===== src/rtl/i2c_sweep_pkg.sv =====
package i2c_sweep_pkg;
  localparam int unsigned ADDR_W = 7;
  localparam int unsigned MAP_W  = 1 << ADDR_W;
  localparam int unsigned BITS_PER_PROBE = 9;

  typedef enum logic [2:0] {
    SW_IDLE,
    SW_GAP,
    SW_START,
    SW_LOW,
    SW_HIGH,
    SW_STOP_LOW,
    SW_STOP_HIGH
  } sweep_state_e;
endpackage


===== src/rtl/sweep_sync.sv =====
module sweep_sync #(
  parameter int unsigned STAGES    = 2,
  parameter logic        RESET_VAL = 1'b1
) (
  input  logic clk,
  input  logic rst_n,
  input  logic d,
  output logic q
);
  logic [STAGES-1:0] chain_q;
  logic [STAGES-1:0] chain_d;

  generate
    if (STAGES == 1) begin : g_one
      assign chain_d = d;
    end else begin : g_many
      assign chain_d = {chain_q[STAGES-2:0], d};
    end
  endgenerate

  always_ff @(posedge clk or negedge rst_n) begin
    if (!rst_n) chain_q <= {STAGES{RESET_VAL}};
    else        chain_q <= chain_d;
  end

  assign q = chain_q[STAGES-1];
endmodule


===== src/rtl/sweep_cnt.sv =====
module sweep_cnt #(
  parameter int unsigned W = 8
) (
  input  logic         clk,
  input  logic         rst_n,
  input  logic         clr,
  input  logic         en,
  output logic [W-1:0] q
);
  logic [W-1:0] q_d;

  always_comb begin
    q_d = q;
    if (clr)                 q_d = '0;
    else if (en && q != '1)  q_d = q + 1'b1;
  end

  always_ff @(posedge clk or negedge rst_n) begin
    if (!rst_n) q <= '0;
    else        q <= q_d;
  end
endmodule


===== src/rtl/sweep_presence.sv =====
module sweep_presence
  import i2c_sweep_pkg::*;
(
  input  logic              clk,
  input  logic              rst_n,
  input  logic              clear,
  input  logic              set,
  input  logic [ADDR_W-1:0] idx,
  output logic [MAP_W-1:0]  map_q,
  output logic [ADDR_W-1:0] cnt_q
);
  logic [MAP_W-1:0]  map_d;
  logic [ADDR_W-1:0] cnt_d;

  always_comb begin
    map_d = map_q;
    cnt_d = cnt_q;
    if (clear) begin
      map_d = '0;
      cnt_d = '0;
    end else if (set) begin
      map_d[idx] = 1'b1;
      cnt_d      = cnt_q + 1'b1;
    end
  end

  always_ff @(posedge clk or negedge rst_n) begin
    if (!rst_n) begin
      map_q <= '0;
      cnt_q <= '0;
    end else begin
      map_q <= map_d;
      cnt_q <= cnt_d;
    end
  end
endmodule


===== src/rtl/sweep_fsm.sv =====
module sweep_fsm
  import i2c_sweep_pkg::*;
#(
  parameter int unsigned HALF_CYC    = 625,
  parameter int unsigned STRETCH_MAX = 12500,
  parameter int unsigned GAP_CYC     = 1250,
  parameter int unsigned TW          = 14
) (
  input  logic              clk,
  input  logic              rst_n,
  input  logic              start_i,
  input  logic              ck_s,
  input  logic              dt_s,
  input  logic [TW-1:0]     ph_cnt,
  input  logic [TW-1:0]     st_cnt,
  output logic              ph_clr,
  output logic              st_clr,
  output logic              st_en,
  output logic              map_clr,
  output logic              hit,
  output logic [ADDR_W-1:0] hit_idx,
  output logic              ck_low_o,
  output logic              dt_low_o,
  output logic              busy_o,
  output logic              done_o
);
  localparam int unsigned GAP_EFF = (GAP_CYC < 2 * HALF_CYC) ? 2 * HALF_CYC : GAP_CYC;
  localparam logic [TW-1:0] HALF_END = TW'(HALF_CYC - 1);
  localparam logic [TW-1:0] HALF_MID = TW'(HALF_CYC / 2 - 1);
  localparam logic [TW-1:0] STR_END  = TW'(STRETCH_MAX - 1);
  localparam logic [TW-1:0] GAP_END  = TW'(GAP_EFF - 1);
  localparam logic [3:0]    ACK_BIT  = 4'(BITS_PER_PROBE - 1);

  sweep_state_e      state_q, state_d;
  logic [ADDR_W-1:0] addr_q, addr_d;
  logic [3:0]        bit_q, bit_d;
  logic              ck_q, ck_d;
  logic              dt_q, dt_d;
  logic              done_q, done_d;
  logic [7:0]        tx_byte;
  logic              abort;
  logic              in_high;

  assign tx_byte = {addr_q, 1'b0};
  assign in_high = (state_q == SW_HIGH) || (state_q == SW_STOP_HIGH);
  assign st_en   = in_high && !ck_s;

  always_comb begin
    state_d = state_q;
    addr_d  = addr_q;
    bit_d   = bit_q;
    ck_d    = ck_q;
    dt_d    = dt_q;
    done_d  = 1'b0;
    ph_clr  = 1'b0;
    st_clr  = 1'b0;
    map_clr = 1'b0;
    hit     = 1'b0;
    abort   = 1'b0;
    unique case (state_q)
      SW_IDLE: begin
        ck_d   = 1'b0;
        dt_d   = 1'b0;
        ph_clr = 1'b1;
        if (start_i) begin
          map_clr = 1'b1;
          addr_d  = ADDR_W'(1);
          state_d = SW_GAP;
        end
      end
      SW_GAP: begin
        if (!(ck_s && dt_s)) begin
          ph_clr = 1'b1;
        end else if (ph_cnt == GAP_END) begin
          ph_clr = 1'b1;
          if (addr_q == '0) begin
            state_d = SW_IDLE;
            done_d  = 1'b1;
          end else begin
            state_d = SW_START;
            dt_d    = 1'b1;
          end
        end
      end
      SW_START: begin
        if (ph_cnt == HALF_END) begin
          ph_clr  = 1'b1;
          ck_d    = 1'b1;
          bit_d   = '0;
          state_d = SW_LOW;
        end
      end
      SW_LOW: begin
        if (ph_cnt == HALF_MID)
          dt_d = (bit_q == ACK_BIT) ? 1'b0 : ~tx_byte[3'd7 - bit_q[2:0]];
        if (ph_cnt == HALF_END) begin
          ph_clr  = 1'b1;
          st_clr  = 1'b1;
          ck_d    = 1'b0;
          state_d = SW_HIGH;
        end
      end
      SW_HIGH: begin
        if (!ck_s) begin
          ph_clr = 1'b1;
          abort  = (st_cnt == STR_END);
        end else if (ph_cnt == HALF_END) begin
          ph_clr = 1'b1;
          ck_d   = 1'b1;
          if (bit_q == ACK_BIT) begin
            hit     = !dt_s;
            state_d = SW_STOP_LOW;
          end else begin
            bit_d   = bit_q + 1'b1;
            state_d = SW_LOW;
          end
        end
      end
      SW_STOP_LOW: begin
        if (ph_cnt == HALF_MID) dt_d = 1'b1;
        if (ph_cnt == HALF_END) begin
          ph_clr  = 1'b1;
          st_clr  = 1'b1;
          ck_d    = 1'b0;
          state_d = SW_STOP_HIGH;
        end
      end
      SW_STOP_HIGH: begin
        if (!ck_s) begin
          ph_clr = 1'b1;
          abort  = (st_cnt == STR_END);
        end else if (ph_cnt == HALF_END) begin
          ph_clr  = 1'b1;
          dt_d    = 1'b0;
          addr_d  = addr_q + 1'b1;
          state_d = SW_GAP;
        end
      end
      default: state_d = SW_IDLE;
    endcase
    if (abort) begin
      ph_clr  = 1'b1;
      ck_d    = 1'b0;
      dt_d    = 1'b0;
      addr_d  = addr_q + 1'b1;
      state_d = SW_GAP;
    end
  end

  always_ff @(posedge clk or negedge rst_n) begin
    if (!rst_n) begin
      state_q <= SW_IDLE;
      addr_q  <= '0;
      bit_q   <= '0;
      ck_q    <= 1'b0;
      dt_q    <= 1'b0;
      done_q  <= 1'b0;
    end else begin
      state_q <= state_d;
      addr_q  <= addr_d;
      bit_q   <= bit_d;
      ck_q    <= ck_d;
      dt_q    <= dt_d;
      done_q  <= done_d;
    end
  end

  assign hit_idx  = addr_q;
  assign ck_low_o = ck_q;
  assign dt_low_o = dt_q;
  assign busy_o   = (state_q != SW_IDLE);
  assign done_o   = done_q;
endmodule


===== src/rtl/i2c_addr_sweeper.sv =====
module i2c_addr_sweeper
  import i2c_sweep_pkg::*;
#(
  parameter int unsigned HALF_CYC    = 625,
  parameter int unsigned STRETCH_MAX = 12500,
  parameter int unsigned GAP_CYC     = 1250,
  parameter int unsigned SYNC_STAGES = 2
) (
  input  logic               clk,
  input  logic               rst_n,
  input  logic               start_i,
  output logic               busy_o,
  output logic               done_o,
  output logic [MAP_W-1:0]   present_o,
  output logic [ADDR_W-1:0]  found_o,
  input  logic               clk_line_i,
  output logic               clk_line_low_o,
  input  logic               dat_line_i,
  output logic               dat_line_low_o
);
  localparam int unsigned MAX_HS = (HALF_CYC > STRETCH_MAX) ? HALF_CYC : STRETCH_MAX;
  localparam int unsigned MAX_V  = (MAX_HS > 2 * GAP_CYC) ? MAX_HS : 2 * GAP_CYC;
  localparam int unsigned TW     = $clog2(MAX_V + 1);

  logic              rst_core_n;
  logic              ck_s, dt_s;
  logic              ph_clr, st_clr, st_en;
  logic [TW-1:0]     ph_cnt, st_cnt;
  logic              map_clr, hit;
  logic [ADDR_W-1:0] hit_idx;

  sweep_sync #(.STAGES(2), .RESET_VAL(1'b0)) u_rst_sync (
    .clk(clk), .rst_n(rst_n), .d(1'b1), .q(rst_core_n)
  );

  sweep_sync #(.STAGES(SYNC_STAGES), .RESET_VAL(1'b1)) u_ck_sync (
    .clk(clk), .rst_n(rst_core_n), .d(clk_line_i), .q(ck_s)
  );

  sweep_sync #(.STAGES(SYNC_STAGES), .RESET_VAL(1'b1)) u_dt_sync (
    .clk(clk), .rst_n(rst_core_n), .d(dat_line_i), .q(dt_s)
  );

  sweep_cnt #(.W(TW)) u_phase_cnt (
    .clk(clk), .rst_n(rst_core_n), .clr(ph_clr), .en(1'b1), .q(ph_cnt)
  );

  sweep_cnt #(.W(TW)) u_stretch_cnt (
    .clk(clk), .rst_n(rst_core_n), .clr(st_clr), .en(st_en), .q(st_cnt)
  );

  sweep_fsm #(
    .HALF_CYC(HALF_CYC), .STRETCH_MAX(STRETCH_MAX), .GAP_CYC(GAP_CYC), .TW(TW)
  ) u_fsm (
    .clk(clk), .rst_n(rst_core_n), .start_i(start_i),
    .ck_s(ck_s), .dt_s(dt_s), .ph_cnt(ph_cnt), .st_cnt(st_cnt),
    .ph_clr(ph_clr), .st_clr(st_clr), .st_en(st_en),
    .map_clr(map_clr), .hit(hit), .hit_idx(hit_idx),
    .ck_low_o(clk_line_low_o), .dt_low_o(dat_line_low_o),
    .busy_o(busy_o), .done_o(done_o)
  );

  sweep_presence u_map (
    .clk(clk), .rst_n(rst_core_n), .clear(map_clr), .set(hit),
    .idx(hit_idx), .map_q(present_o), .cnt_q(found_o)
  );
endmodule


===== config.mk =====
export PLATFORM = sky130hd
export DESIGN_NAME = i2c_addr_sweeper
export DESIGN_NICKNAME = d
export VERILOG_FILES = /design/src/rtl/i2c_sweep_pkg.sv /design/src/rtl/sweep_sync.sv /design/src/rtl/sweep_cnt.sv /design/src/rtl/sweep_presence.sv /design/src/rtl/sweep_fsm.sv /design/src/rtl/i2c_addr_sweeper.sv
export SDC_FILE = /design/constraint.sdc
export NUM_CORES = 1
export LEC_CHECK = 0
export CAP_MARGIN = 20
export CELL_PAD_IN_SITES_DETAIL_PLACEMENT = 0
export CELL_PAD_IN_SITES_GLOBAL_PLACEMENT = 1
export CORE_ASPECT_RATIO = 0.9
export CORE_MARGIN = 8
export CORE_UTILIZATION = 40
export DETAILED_ROUTE_END_ITERATION = 7
export PLACE_DENSITY_LB_ADDON = 0.1
export SLEW_MARGIN = 20
export SYNTH_ARGS = -nofsm -noshare
export SYNTH_HDL_FRONTEND = slang
export SYNTH_HIERARCHICAL = 1
export SYNTH_SLANG_ARGS = --single-unit

===== constraint.sdc =====
create_clock -name clk -period 7.6 [get_ports clk]
set_input_delay 1.14 -clock clk [delete_from_list [all_inputs] [get_ports clk]]
set_output_delay 1.14 -clock clk [all_outputs]
set_load 0.01 [all_outputs]

==> impl_metrics.env <==
export IMPL_maxCapViolCount=0
export IMPL_grt_pass1_wl_um=37960
export IMPL_synth_top_cell_area_share_pct=53.86
export IMPL_worst_r2r_setup_slack_ns=4.25
export IMPL_synthSimpleGateAreaFrac_pct=22.76
export IMPL_portBuffers=143
export IMPL_core_sq_um=20770
export IMPL_fill_cells=1859
export IMPL_end_kind="output pin"
export IMPL_netlist_area_sq_um=8456
export IMPL_vias_per_cell=5.444
export IMPL_grtUsageTotal_pct=18.17
export IMPL_slew_headroom_pct=36.65
export IMPL_arrival_ns=2.43
export IMPL_period_minus_slack_ns=3.574
export IMPL_synth_warnings=6
export IMPL_yosysUniqueCellTypes=67
export IMPL_cts_hold_buf=0
export IMPL_syn_to_final_growth_pct=25.64
export IMPL_multiInputGateArea_sq_um=3425
export IMPL_avgSynthCellArea_sq_um=10.14
export IMPL_htree_levels=4
export IMPL_grt_pass1_vias=6643
export IMPL_setup_tns_final_ns=0
export IMPL_crit_type="register to output pin"
export IMPL_power_density_nw_per_um2=188.3
export IMPL_cts_buffers=17
export IMPL_synth_ff_type="dfrtp_1"
export IMPL_fin_area_sq_um=10620
export IMPL_critPathRequiredTime_ns=6.46
export IMPL_power_uw=2001
export IMPL_yosys_area_top_type="dfrtp_1"
export IMPL_io_pins=144
export IMPL_synthMuxAreaShare_pct=1.894
export IMPL_gp_congestion=0.7911
export IMPL_dp_slack_ns=4.012
export IMPL_drt_iter0_drc=469
export IMPL_status="finished clean"
export IMPL_drive_gt1_share_pct=8.255
export IMPL_layout_cells_non_filler=1243
export IMPL_start_kind="register"
export IMPL_grt_max_degree=185
export IMPL_maxSlewViolCount=0
export IMPL_path_max_fanout=20
export IMPL_synth_top_cells_by_area="dfrtp_1, a21oi_1, nor2_1, nor4b_4, nand2_1"
export IMPL_yosys_top_cells_count="dfrtp_1, a21oi_1, nor2_1"
export IMPL_dieArea_sq_um=26050
export IMPL_placedInstanceArea_sq_um=10000
export IMPL_vdd_drop_max_uv=141.6
export IMPL_initial_utilization_pct=40.71
export IMPL_cts_sinks=186
export IMPL_clock_fmax_ghz=0.2798
export IMPL_final_seq_area_sq_um=4663
export IMPL_ys_seq_area_share_pct=55.11
export IMPL_grt_antenna_before_repair=0
export IMPL_yosys_cell_count_top_type="dfrtp_1"
export IMPL_drt_wl_total_um=23660
export IMPL_cts_resized_gates=0
export IMPL_finalWorstSetupSlack_ns=4.026
export IMPL_leakage_uw=0.004150
export IMPL_firstDrtPassIters=4
export IMPL_setup_violations_final=0
export IMPL_synth_edf_count=0
export IMPL_cts_tree="yes"
export IMPL_post_cts_buffers=0
export IMPL_synthArstFlopShare_pct=100.0
export IMPL_synth_seq_cells=186
export IMPL_yosys_area_share_adder_pct=1.036
export IMPL_synth_xor_area_share_pct=0.6215
export IMPL_die_w_um=169.3
export IMPL_clock_skew_ns=0.01197
export IMPL_antenna_left=0
export IMPL_wl_per_cell_um=19.03
export IMPL_root_buffer="clkbuf_16"
export IMPL_dpl_cell_count=1211
export IMPL_worst_pin_slew_ns=0.9503
export IMPL_synth_cells=834
export IMPL_die_h_um=153.9
export IMPL_synth_top_family_by_area="simple AND/OR/NAND/NOR gates"
export IMPL_min_period_over_period_pct=47.02
export IMPL_hold_viol=0
export IMPL_clk_latency_ns=0.44
export IMPL_route_detailed_drc=0
export IMPL_clkSlewWorstSetupHoldPaths_ns=0.07
export IMPL_row_count=50
export IMPL_num_vias=6767
export IMPL_synth_compound_area_share_pct=13.82
export IMPL_cts_buffer_depth=2
export IMPL_n_antenna_cell=0
export IMPL_rsz0062_at_grt="false"
export IMPL_grt_ovfl_total=0
export IMPL_holdCritPathClass="register to async pin"
export IMPL_place_hpwl_um=15660
export IMPL_fin_nets=957
final timing paths:
check	from	end	cells past startpoint
worst max-delay path	u_fsm/state_q[0]$_DFFE_PN0P_	busy_o	3
worst min-delay path	u_rst_sync/chain_q[1]$_DFF_PN0_	u_map/map_q[44]$_DFFE_PN0P_	1
worst max register to register	u_phase_cnt/q[3]$_DFFE_PN0P_	u_map/map_q[99]$_DFFE_PN0P_	7
worst min register to register	u_rst_sync/chain_q[1]$_DFF_PN0_	u_map/map_q[44]$_DFFE_PN0P_	1
max in group asynchronous	u_rst_sync/chain_q[1]$_DFF_PN0_	u_fsm/hit_idx[2]$_DFFE_PN0P_	2
min in group clk	u_rst_sync/chain_q[0]$_DFF_PN0_	u_rst_sync/chain_q[1]$_DFF_PN0_	0
sequential cells by signal, summed over array words and instances (netlist names), 3 cells and up:
name,count
u_fsm/bit_q,4
u_fsm/hit_idx,7
u_fsm/state_q,3
u_map/cnt_q,7
u_map/map_q,128
u_phase_cnt/q,14
u_stretch_cnt/q,14
worst max-delay path, cell delays in order (launching register included):
cell and delay, ns:
dfrtp_1 0.62, nor3_1 0.65, inv_1 0.20, clkdlybuf4s50_1 0.54
layout by cell type, fill, tap and decap left out, types with 4 or more instances in the layout:
master / synthesis / routed
dfrtp_1: 182 / 181
a21oi_1: 156 / 156
nor2_1: 154 / 154
clkdlybuf4s50_1: 0 / 143
nand2_1: 34 / 34
clkbuf_16: 0 / 17
o21ai_0: 17 / 17
nand3_1: 16 / 16
nand4_1: 16 / 16
or3_1: 13 / 13
inv_1: 12 / 12
nor3_1: 12 / 12
nor2b_1: 10 / 10
or4_1: 9 / 9
nand2b_1: 9 / 9
nor4b_4: 8 / 8
and4b_1: 8 / 8
buf_4: 6 / 7
o31ai_1: 7 / 7
mux2i_1: 7 / 7
ha_1: 7 / 7
and4bb_2: 7 / 7
a31oi_1: 6 / 6
o21ai_1: 6 / 6
and4_1: 5 / 5
inv_8: 0 / 4
dfstp_2: 4 / 4
nor4_4: 3 / 4
xor2_1: 4 / 4
mux2_1: 4 / 4
layer usage:
metal,vias up,global-route usage [%],share of wire [%]
met5,-,0,0
met3,14,4.121,5.2
li1,3172,-,-
met2,147,30.48,50
met4,0,4.589,1.1
met1,3434,23.33,44
report_power, final:
group / internal (uW) / switching [uW]
logic: 39.7 / 51.9
registers: 1010 / 35.8
clock network: 438 / 427
total: 1490 / 515
cells by family (layout without fill, tap and decap cells):
group,after synthesis,after routing
fa+ha+maj,7,7
other cells,1,2
flops,186,186
mux,14,14
compound gates,213,213
xor+xnor,6,6
buf+inv,75,197
simple gates,332,332
cell type report:
| cell class | instances | share of cell area, % |
|---|---|---|
| timing repair buffer | 154 | 14.63 |
| inverter | 12 | 0.4240 |
| clock buffer | 17 | 4.004 |
| tap | 286 | 3.368 |
| multi-input combinational | 574 | 32.23 |
| clock inverter | 14 | 1.449 |
| sequential | 186 | 43.89 |
through the flow:
stage	util, %	hold slack [ns]
global placement	48.05	0.3380
finish	51.15	0.2814
floorplan	-	0.3312
detailed placement	48.17	0.3426
global route	51.15	0.3196
CTS	50.96	0.3580
Power figures use the tool's default switching activity.
